[src/rtl/ds_tx_pkg.sv]
package ds_tx_pkg;

    typedef enum logic [1:0] {
        SPD_LOW  = 2'b00,
        SPD_MID  = 2'b01,
        SPD_HIGH = 2'b10,
        SPD_RSV  = 2'b11
    } ds_speed_e;

    typedef struct packed {
        logic data;
        logic strobe;
    } ds_line_t;

    // log2 of the number of fast cycles per serial bit
    function automatic int unsigned rate_shift(ds_speed_e s);
        case (s)
            SPD_MID:  return 1;
            SPD_HIGH: return 0;
            default:  return 2;
        endcase
    endfunction

    // bits carried per word at a given speed
    function automatic int unsigned lane_count(int unsigned word_w, ds_speed_e s);
        return word_w >> rate_shift(s);
    endfunction

endpackage

[src/rtl/ds_rate_ctrl.sv]
module ds_rate_ctrl
    import ds_tx_pkg::*;
#(
    parameter int WORD_W = 8
) (
    input  logic       clk,
    input  logic       rst,
    input  logic       sys_ce,
    input  logic       tx_valid,
    input  logic [1:0] speed_in,
    output ds_speed_e  load_spd,
    output logic       load,
    output logic       bit_ce
);
    localparam int PH_W = $clog2(WORD_W);

    ds_speed_e         spd_q;
    logic              active_q;
    logic [PH_W-1:0]   phase_q;
    logic [PH_W-1:0]   step_mask;
    logic              start;

    always_comb begin
        start     = sys_ce & tx_valid & ~active_q;
        load      = sys_ce & tx_valid;
        load_spd  = start ? ds_speed_e'(speed_in) : spd_q;
        step_mask = PH_W'((32'd1 << rate_shift(spd_q)) - 32'd1);
        bit_ce    = active_q && ((phase_q & step_mask) == '0);
    end

    always_ff @(posedge clk) begin
        if (rst) begin
            spd_q    <= SPD_LOW;
            active_q <= 1'b0;
            phase_q  <= '0;
        end else if (sys_ce) begin
            active_q <= tx_valid;
            phase_q  <= '0;
            if (start) begin
                spd_q <= ds_speed_e'(speed_in);
            end
        end else if (active_q) begin
            phase_q <= phase_q + 1'b1;
        end
    end

    // bit periods issued for the word in flight
    logic [PH_W:0] n_emit_q;
    always_ff @(posedge clk) begin
        if (rst || sys_ce) begin
            n_emit_q <= '0;
        end else if (bit_ce) begin
            n_emit_q <= n_emit_q + 1'b1;
        end
    end


    lane_count_chk: assert property (@(posedge clk) disable iff (rst)
        (sys_ce && active_q) |->
            ((int'(n_emit_q) + int'(bit_ce)) == int'(lane_count(WORD_W, spd_q))));

endmodule

[src/rtl/ds_word_shifter.sv]
module ds_word_shifter
    import ds_tx_pkg::*;
#(
    parameter int WORD_W = 8
) (
    input  logic              clk,
    input  logic              rst,
    input  logic              load,
    input  logic              bit_ce,
    input  ds_speed_e         load_spd,
    input  logic [WORD_W-1:0] par_data,
    output logic              cur_bit
);
    logic [WORD_W-1:0] sreg_q;
    int unsigned       align;

    always_comb begin
        align   = WORD_W - lane_count(WORD_W, load_spd);
        cur_bit = sreg_q[WORD_W-1];
    end

    // a load and the last bit of the previous word may share an edge:
    // the encoder reads the old MSB while the new word replaces it
    always_ff @(posedge clk) begin
        if (rst) begin
            sreg_q <= '0;
        end else if (load) begin
            sreg_q <= par_data << align;
        end else if (bit_ce) begin
            sreg_q <= sreg_q << 1;
        end
    end

endmodule

[src/rtl/ds_strobe_enc.sv]
module ds_strobe_enc
    import ds_tx_pkg::*;
(
    input  logic     clk,
    input  logic     rst,
    input  logic     bit_ce,
    input  logic     bit_in,
    output ds_line_t line
);
    ds_line_t line_q;

    always_ff @(posedge clk) begin
        if (rst) begin
            line_q <= '0;
        end else if (bit_ce) begin
            line_q.data   <= bit_in;
            line_q.strobe <= line_q.strobe ^ (bit_in == line_q.data);
        end
    end

    assign line = line_q;


    one_line_chk: assert property (@(posedge clk) disable iff (rst)
        bit_ce |=> ((line_q.data != $past(line_q.data)) ^
                    (line_q.strobe != $past(line_q.strobe))));


    line_hold_chk: assert property (@(posedge clk) disable iff (rst)
        !bit_ce |=> $stable(line_q));

endmodule

[src/rtl/ds_multispeed_tx.sv]
module ds_multispeed_tx
    import ds_tx_pkg::*;
#(
    parameter int WORD_W = 8
) (
    input  logic              clk,
    input  logic              rst,
    input  logic              sys_ce,
    input  logic              tx_valid,
    input  logic [1:0]        speed,
    input  logic [WORD_W-1:0] par_data,
    output logic              ser_data,
    output logic              ser_strobe
);
    ds_speed_e load_spd;
    logic      load;
    logic      bit_ce;
    logic      cur_bit;
    ds_line_t  line;

    ds_rate_ctrl #(.WORD_W(WORD_W)) u_rate (
        .clk      (clk),
        .rst      (rst),
        .sys_ce   (sys_ce),
        .tx_valid (tx_valid),
        .speed_in (speed),
        .load_spd (load_spd),
        .load     (load),
        .bit_ce   (bit_ce)
    );

    ds_word_shifter #(.WORD_W(WORD_W)) u_shift (
        .clk      (clk),
        .rst      (rst),
        .load     (load),
        .bit_ce   (bit_ce),
        .load_spd (load_spd),
        .par_data (par_data),
        .cur_bit  (cur_bit)
    );

    ds_strobe_enc u_enc (
        .clk    (clk),
        .rst    (rst),
        .bit_ce (bit_ce),
        .bit_in (cur_bit),
        .line   (line)
    );

    assign ser_data   = line.data;
    assign ser_strobe = line.strobe;


    ce_pulse_chk: assert property (@(posedge clk) disable iff (rst)
        sys_ce |=> !sys_ce);

endmodule

[config.mk]
export PLATFORM = sky130hd
export DESIGN_NAME = ds_multispeed_tx
export DESIGN_NICKNAME = d
export VERILOG_FILES = /design/src/rtl/ds_tx_pkg.sv /design/src/rtl/ds_rate_ctrl.sv /design/src/rtl/ds_word_shifter.sv /design/src/rtl/ds_strobe_enc.sv /design/src/rtl/ds_multispeed_tx.sv
export SDC_FILE = /design/constraint.sdc
export NUM_CORES = 1
export LEC_CHECK = 0
export BUFFER_PORTS_ARGS = -buffer_cell sky130_fd_sc_hd__buf_2
export CAP_MARGIN = 20
export CORE_MARGIN = 10
export CORE_UTILIZATION = 30
export DETAILED_ROUTE_END_ITERATION = 8
export PLACE_DENSITY = 0.58
export SLEW_MARGIN = 15
export SYNTH_ARGS = -nofsm -noshare
export SYNTH_HDL_FRONTEND = slang
export SYNTH_SLANG_ARGS = --single-unit
[constraint.sdc]
create_clock -name clk -period 4.35 [get_ports clk]
set_clock_uncertainty 0.1 [all_clocks]
set_input_delay 0.435 -clock clk [delete_from_list [all_inputs] [get_ports clk]]
set_output_delay 0.435 -clock clk [all_outputs]
set_load 0.01 [all_outputs]
* Word-level counts from Yosys, hierarchy flattened
Index checks and enable logic that the tools add are counted.
** Cells by class
- $add $sub $neg :: 3
- Equality and inequality tests :: 5
- Shift-type cells :: 3
- Multiplexer cells :: 5
- Bitwise logic cells :: 5
- Reduce and logical (&&, ||, !) cells :: 4
** Operators by type and width (count)
- << shifter 8 x 32 -> 8 bit :: 1
- right shift 4 x 2 -> 32 bit (first input constant) :: 1
- subtractor 4 x 32 -> 32 bit (first input constant) :: 1
- two-way mux 8 bit :: 2
- case mux 2 bit (2 select lines) :: 2
- == test 2 x 1 -> 1 bit (second input constant) :: 2
- == test 2 bit (second input constant) :: 2
- adder 3 x 1 -> 3 bit (second input constant) :: 1
- AND 3 bit :: 1
- logical NOT 3 bit :: 1
- << shifter 1 x 2 -> 3 bit (first input constant) :: 1
- subtractor 3 x 1 -> 3 bit (second input constant) :: 1
- AND 1 bit :: 2
- two-way mux 2 bit :: 1
- nonzero test 2 bit :: 1
- OR reduction 2 bit :: 1
- == test 1 bit :: 1
- logical AND 1 bit :: 1
- inverter 1 bit :: 1
- bitwise XOR 1 bit :: 1
** Storage, ports and cells
- Register bits after elaboration :: 16
- Input bits :: 14
- Output and inout bits :: 2
- Logic and storage cells :: 31

* Depth between registers and ports, before layout
- Word-level depth :: 9
- Mapped depth :: 10
- Gate-level depth less buffers :: 9

* Cells and area by module
A second synthesis with hierarchy kept.
** Second synthesis, totals
- Cell total of the unflattened synthesis :: 114
- Area, all modules :: 1049.8 µm²
** Modules (own cells, without submodules)
- ds_word_shifter :: instances 1, cells each 68, area an instance 593.1 µm², seq. area each 160.2 µm²
- ds_rate_ctrl :: instances 1, cells each 37, area an instance 370.4 µm², seq. area each 120.1 µm²
- ds_strobe_enc :: instances 1, cells each 9, area an instance 86.3 µm², seq. area each 40.0 µm²

* Worst setup path after synthesis
OpenSTA, ideal clock, no wires.
- Path type :: input to register
- Start :: input port tx_valid
- End :: register u_shift.sreg_q[6]
- Library setup time :: 124 ps
- Data arrival time :: 1888 ps
- Path slack :: 2237 ps
- Cell stages on the path :: 10
- Path through :: nand2_2 -> or2_4 -> mux2i_2 -> inv_1 -> ha_1 -> buf_2 -> o21ai_0 -> a21oi_1 -> o21ai_0 -> o21ai_0
** On the way
- Cells in the longest elaborated chain, start to end :: 9
- Elaborated cells between the ends (all ways) :: 11
- Classes of those cells :: 1 x add/sub; 2 x eq/ne; 2 x shift; 3 x mux; 2 x bitwise; 1 x reduce/logical
** Ends and longest elaborated chain
- start, declared :: line ds_multispeed_tx.sv:9 : input logic tx_valid,
- AND 1 bit * (2 in a row) :: line ds_rate_ctrl.sv:24 : start = sys_ce & tx_valid & ~active_q;
- two-way mux 2 bit * :: line ds_rate_ctrl.sv:26 : load_spd = start ? ds_speed_e'(speed_in) : spd_q;
- named net load_spd[1] :: line ds_multispeed_tx.sv:15 : ds_speed_e load_spd;
- == test 2 bit / == test 2 x 1 -> 1 bit (equally long branches) :: line ds_tx_pkg.sv:17 : case (s)
- case mux 2 bit (2 select lines) * :: line ds_tx_pkg.sv:17
- right shift 4 x 2 -> 32 bit * :: line ds_tx_pkg.sv:26 : return word_w >> rate_shift(s);
- subtractor 4 x 32 -> 32 bit * :: line ds_word_shifter.sv:18 : align = WORD_W - lane_count(WORD_W, load_spd);
- << shifter 8 x 32 -> 8 bit * :: line ds_word_shifter.sv:28 : sreg_q <= par_data << align;
- two-way mux 8 bit * :: line ds_word_shifter.sv:27 : end else if (load) begin
- end signal, assigned :: line ds_word_shifter.sv:28
- end signal, assigned :: line ds_word_shifter.sv:30 : sreg_q <= sreg_q << 1;
- end, declared :: line ds_word_shifter.sv:14 : logic [WORD_W-1:0] sreg_q;
Mark *: on every way through the listed nets, which the timed path passes. The rest lies on a longest branch.
A chain may end at the register's enable or synchronous reset.

* Final worst setup path
- Start :: register u_rate.active_q
- End :: register u_shift.sreg_q[7]
** On the way
- Cells in the longest elaborated chain, start to end :: 9
- Elaborated cells between the ends (all ways) :: 12
- Classes of those cells :: 1 x add/sub; 2 x eq/ne; 2 x shift; 3 x mux; 2 x bitwise; 2 x reduce/logical
** Ends and longest elaborated chain
- start, declared :: line ds_rate_ctrl.sv:18 : logic active_q;
- start signal, assigned :: line ds_rate_ctrl.sv:37 : active_q <= tx_valid;
- inverter 1 bit :: line ds_rate_ctrl.sv:24
- AND 1 bit :: line ds_rate_ctrl.sv:24
- two-way mux 2 bit :: line ds_rate_ctrl.sv:26
- == test 2 bit / == test 2 x 1 -> 1 bit (equally long branches) :: line ds_tx_pkg.sv:17
- case mux 2 bit (2 select lines) :: line ds_tx_pkg.sv:17
- right shift 4 x 2 -> 32 bit :: line ds_tx_pkg.sv:26
- subtractor 4 x 32 -> 32 bit :: line ds_word_shifter.sv:18
- << shifter 8 x 32 -> 8 bit :: line ds_word_shifter.sv:28
- two-way mux 8 bit :: line ds_word_shifter.sv:27
Parallel ways exist; a longest one is shown, timed or not.

==> implementation parameters <==
Parameter                              Value

Status
  Run status ... completed

Place
  Post-Place Cells ... roughly 150
  Port Buf Inserts ... 15
  Global placer's final weighted congestion ... 0.837
  Placement Setup Slack ... ~1.8 ns
  Area after DPL ... just over 0.001 mm²
  Half-perimeter wire length after detailed placement ... around 1.6 mm

Setup path
  Arrival time at the worst endpoint ... 2.32 ns
  Critical path launch point type ... register
  Critical Path Most Common Cell ... sky130_fd_sc_hd__o21ai_0
  Critical path's top delay family ... multiplexers
  Depth of the most critical reg-to-reg path ... 7
  Crit path max-delay cell type ... sky130_fd_sc_hd__dfxtp_1
  Slowest Stage Delay on Critical Path ... between 0.4 and 0.5 ns
  Total number of cells along the worst setup path ... 7
  Worst Path Class, Setup ... reg -> reg
  Category of the worst setup path capture point ... register
  Crit path launch ... u_rate.active_q
  Data required time of the worst path ... between 4 and 5 ns
  Bufs and invs on worst path ... 0
  Startpoint of the lowest-slack register-to-register path ... u_rate.active_q
  Cell breakdown of the critical path ... or2_4 -> mux2i_2 -> ha_1 -> mux2i_1 -> a211oi_1 -> o21ai_0 -> o21ai_0
  Worst r2r dst ... u_shift.sreg_q[7]
  End of the critical path ... u_shift.sreg_q[7]
  Slack of the worst reg-to-reg path ... 2.09 ns
  Largest fanout of any net on the critical path ... 6

CTS
  Post CTS Setup Buffer Count ... 0
  Clock tree root buffer cell ... sky130_fd_sc_hd__clkbuf_4
  Clk_lat worst skew ... approximately 0.28 ns
  # H-tree levels ... 1
  TritonCTS Sinks ... 16
  Longest Clk Path Bufs ... 2
  CTS buffer count ... 3
  TritonCTS clock tree ... built
  Clock transition time at the flip-flop clock pins of the worst setup and hold paths ... 0.08 ns
  Quantity of hold-fixing buffers added after cts ... 0
  Number of gates resized after CTS ... 0

Synthesis
  Top FF cell, synth ... sky130_fd_sc_hd__dfxtp_1
  Count of flip-flops with a built-in enable after synthesis ... 0
  Cell area after synthesis ... approximately 930 µm²
  Post-synth net total ... about 120
  Mean post-synth cell area ... a little over 9 µm²
  Total of warnings raised by yosys ... 0
  Instance count of the mapped netlist ... around 100
  Post-synthesis cell type count ... 30
  Fraction of synthesis flops using an asynchronous set or reset pin ... 0%
  Sequential cell area fraction in the yosys report ... ~34%
  Leading area contributor after synthesis ... sky130_fd_sc_hd__dfxtp_1
  Main area contributors after synthesis ... sky130_fd_sc_hd__dfxtp_1 34%, sky130_fd_sc_hd__mux2i_1 17%, sky130_fd_sc_hd__ha_1 6.7%, sky130_fd_sc_hd__o21ai_0 5.4%, sky130_fd_sc_hd__a21oi_1 4.3%
  Seq cells post-synth ... 16
  Post-synth top area share ... between 30% and 40%

Floorplanning
  Overall die width ... approximately 76 µm
  Starting utilization of the core area ... 31.0%
  Core region area ... between 0.003 and 0.004 mm²
  Row Count ... 20
  Full die area ... 0.00573 mm²
  Chip Height ... roughly 76 µm
  I/O pin cnt ... 16

Cells and area
  Finished layout cell area ... 0.00104 mm²
  Fill cell total of the finished layout ... ~330
  Most used cells in the layout excluding fill and tap cells ... 16 x sky130_fd_sc_hd__mux2i_1, 16 x sky130_fd_sc_hd__dfxtp_1, 15 x sky130_fd_sc_hd__buf_2
  Post-route insts no fill ... 148
  Share of post-route cells with drive strength above 1 ... 21.7%
  Nets@finish ... between 100 and 150
  Layout overhead on the synthesized area ... 11.7%
  Final antenna diode count ... 0

STA
  Final worst path period need ... ~2.3 ns
  Worst-case setup margin in the final layout ... 2.09 ns
  Sum Neg Setup Slack ... 0 ns
  Minimum hold slack ... between 0.2 and 0.3 ns
  Post-route clock period utilization ... between 50% and 60%
  Final Hold Vio Count ... 0
  Setup repair after global routing missed its margin ... no
  Slew at the pin closest to its max-slew limit ... between 0.7 and 0.8 ns
  Number of slew-limit violations in the final report ... 0
  Relative slew margins ... 53.0%
  Setup-violating endpoint count in the final report ... 0
  F_max ... between 400 and 500 MHz

Route
  DR pass1 iterations ... 4
  Via count of the routed design ... roughly 750
  Average vias per placed instance ... between 5 and 6
  Final routed wirelength across all metal layers ... between 1.5 and 2 mm
  Final routed wire length divided by cell count ... between 10 and 15 µm
  Initial detailed-routing violation count ... 28
  Final routed DRC violation total ... 0
  Post-DRT Antenna Nets ... 0

Pwr
  Power per cell area ... approximately 280 mW/mm²
  Worst IR drop on VDD ... slightly above 0.00006 V
  Static power due to leakage ... roughly 0.45 nW

GRT
  Antenna violations before repair ... 0
  Tot GR Track Use ... 7.88%
  Number of global-route vias before repair ... about 760
  Maximum number of pins on one net before global-route repair ... 14
  Global-route wire length before repair ... between 3 and 4 mm
  Overall overflow remaining after global route ... 0

Run
  Maxcap violations ... 0

Min path
  Path class of the lowest-slack min-delay path ... in -> reg
## routing by layer
| metal | global-route usage [%] | vias up | part of all wire, % |
|---|---|---|---|
| met5 | 0 | - | 0 |
| li1 | - | 388 | - |
| met4 | 4.33 | 0 | 2.4 |
| met1 | 9.24 | 337 | 46 |
| met3 | 2.34 | 4 | 5.6 |
| met2 | 12.6 | 18 | 46 |
## synthesized netlist by cell type, drive strengths merged, types with 2 or more instances
master  count
o22ai       2
nand2       5
a211oi      2
o21ai      10
nor3        3
nand3       2
xor2        2
buf         4
nor2        5
inv         6
ha          5
dfxtp      16
nand2b      3
a21oi       9
mux2i      18
## stage by stage
step                total power [mW]  utilization, %
floorplan                      0.205               -
CTS                            0.296            34.6
detailed placement             0.222            33.9
finish                         0.292            34.6
global route                   0.314            34.6
global placement               0.219            33.9
## area by class of cell
type	instances	area, µm²	area share [%]
flip-flops and latches	16	320	30.8
clock buffers	3	22.5	2.17
repair buffers	15	75.1	7.22
inverters	6	22.5	2.17
multi-input cells	75	558	53.7
well taps	33	41.3	3.97
## cell families after synthesis
group | after synthesis | share of synthesized area, %
compound gates | 26 | 17.5
simple gates | 23 | 12.8
mux | 18 | 20.2
flops | 16 | 34.4
buf+inv | 11 | 5.64
fa+ha+maj | 5 | 6.72
xor+xnor | 3 | 2.82
## where the power goes
group / switching (mW) / internal, mW
logic: 0.0338 / 0.0271
registers: 0.00469 / 0.152
clock network: 0.0425 / 0.0321
## worst min path at each step
stage / start / end / slack [ns] / cells past startpoint
2_1_floorplan: u_shift.sreg_q[0] / u_shift.sreg_q[0] / 0.35 / 2
3_3_place_gp: u_shift.sreg_q[0] / u_shift.sreg_q[0] / 0.36 / 2
3_5_place_dp: u_shift.sreg_q[0] / u_shift.sreg_q[0] / 0.36 / 2
4_1_cts: sys_ce / u_rate.phase_q[0] / 0.29 / 2
5_1_grt: sys_ce / u_rate.phase_q[2] / 0.30 / 2
6_report: sys_ce / u_rate.phase_q[0] / 0.30 / 2
## sequential cells by signal, indices dropped and copies added (netlist names)
name / cells
u_rate.active_q: 1
u_enc.line: 2
u_shift.sreg_q: 8
u_rate.phase_q: 3
u_rate.spd_q: 2
Note: power is estimated with default switching activity, not from simulation.
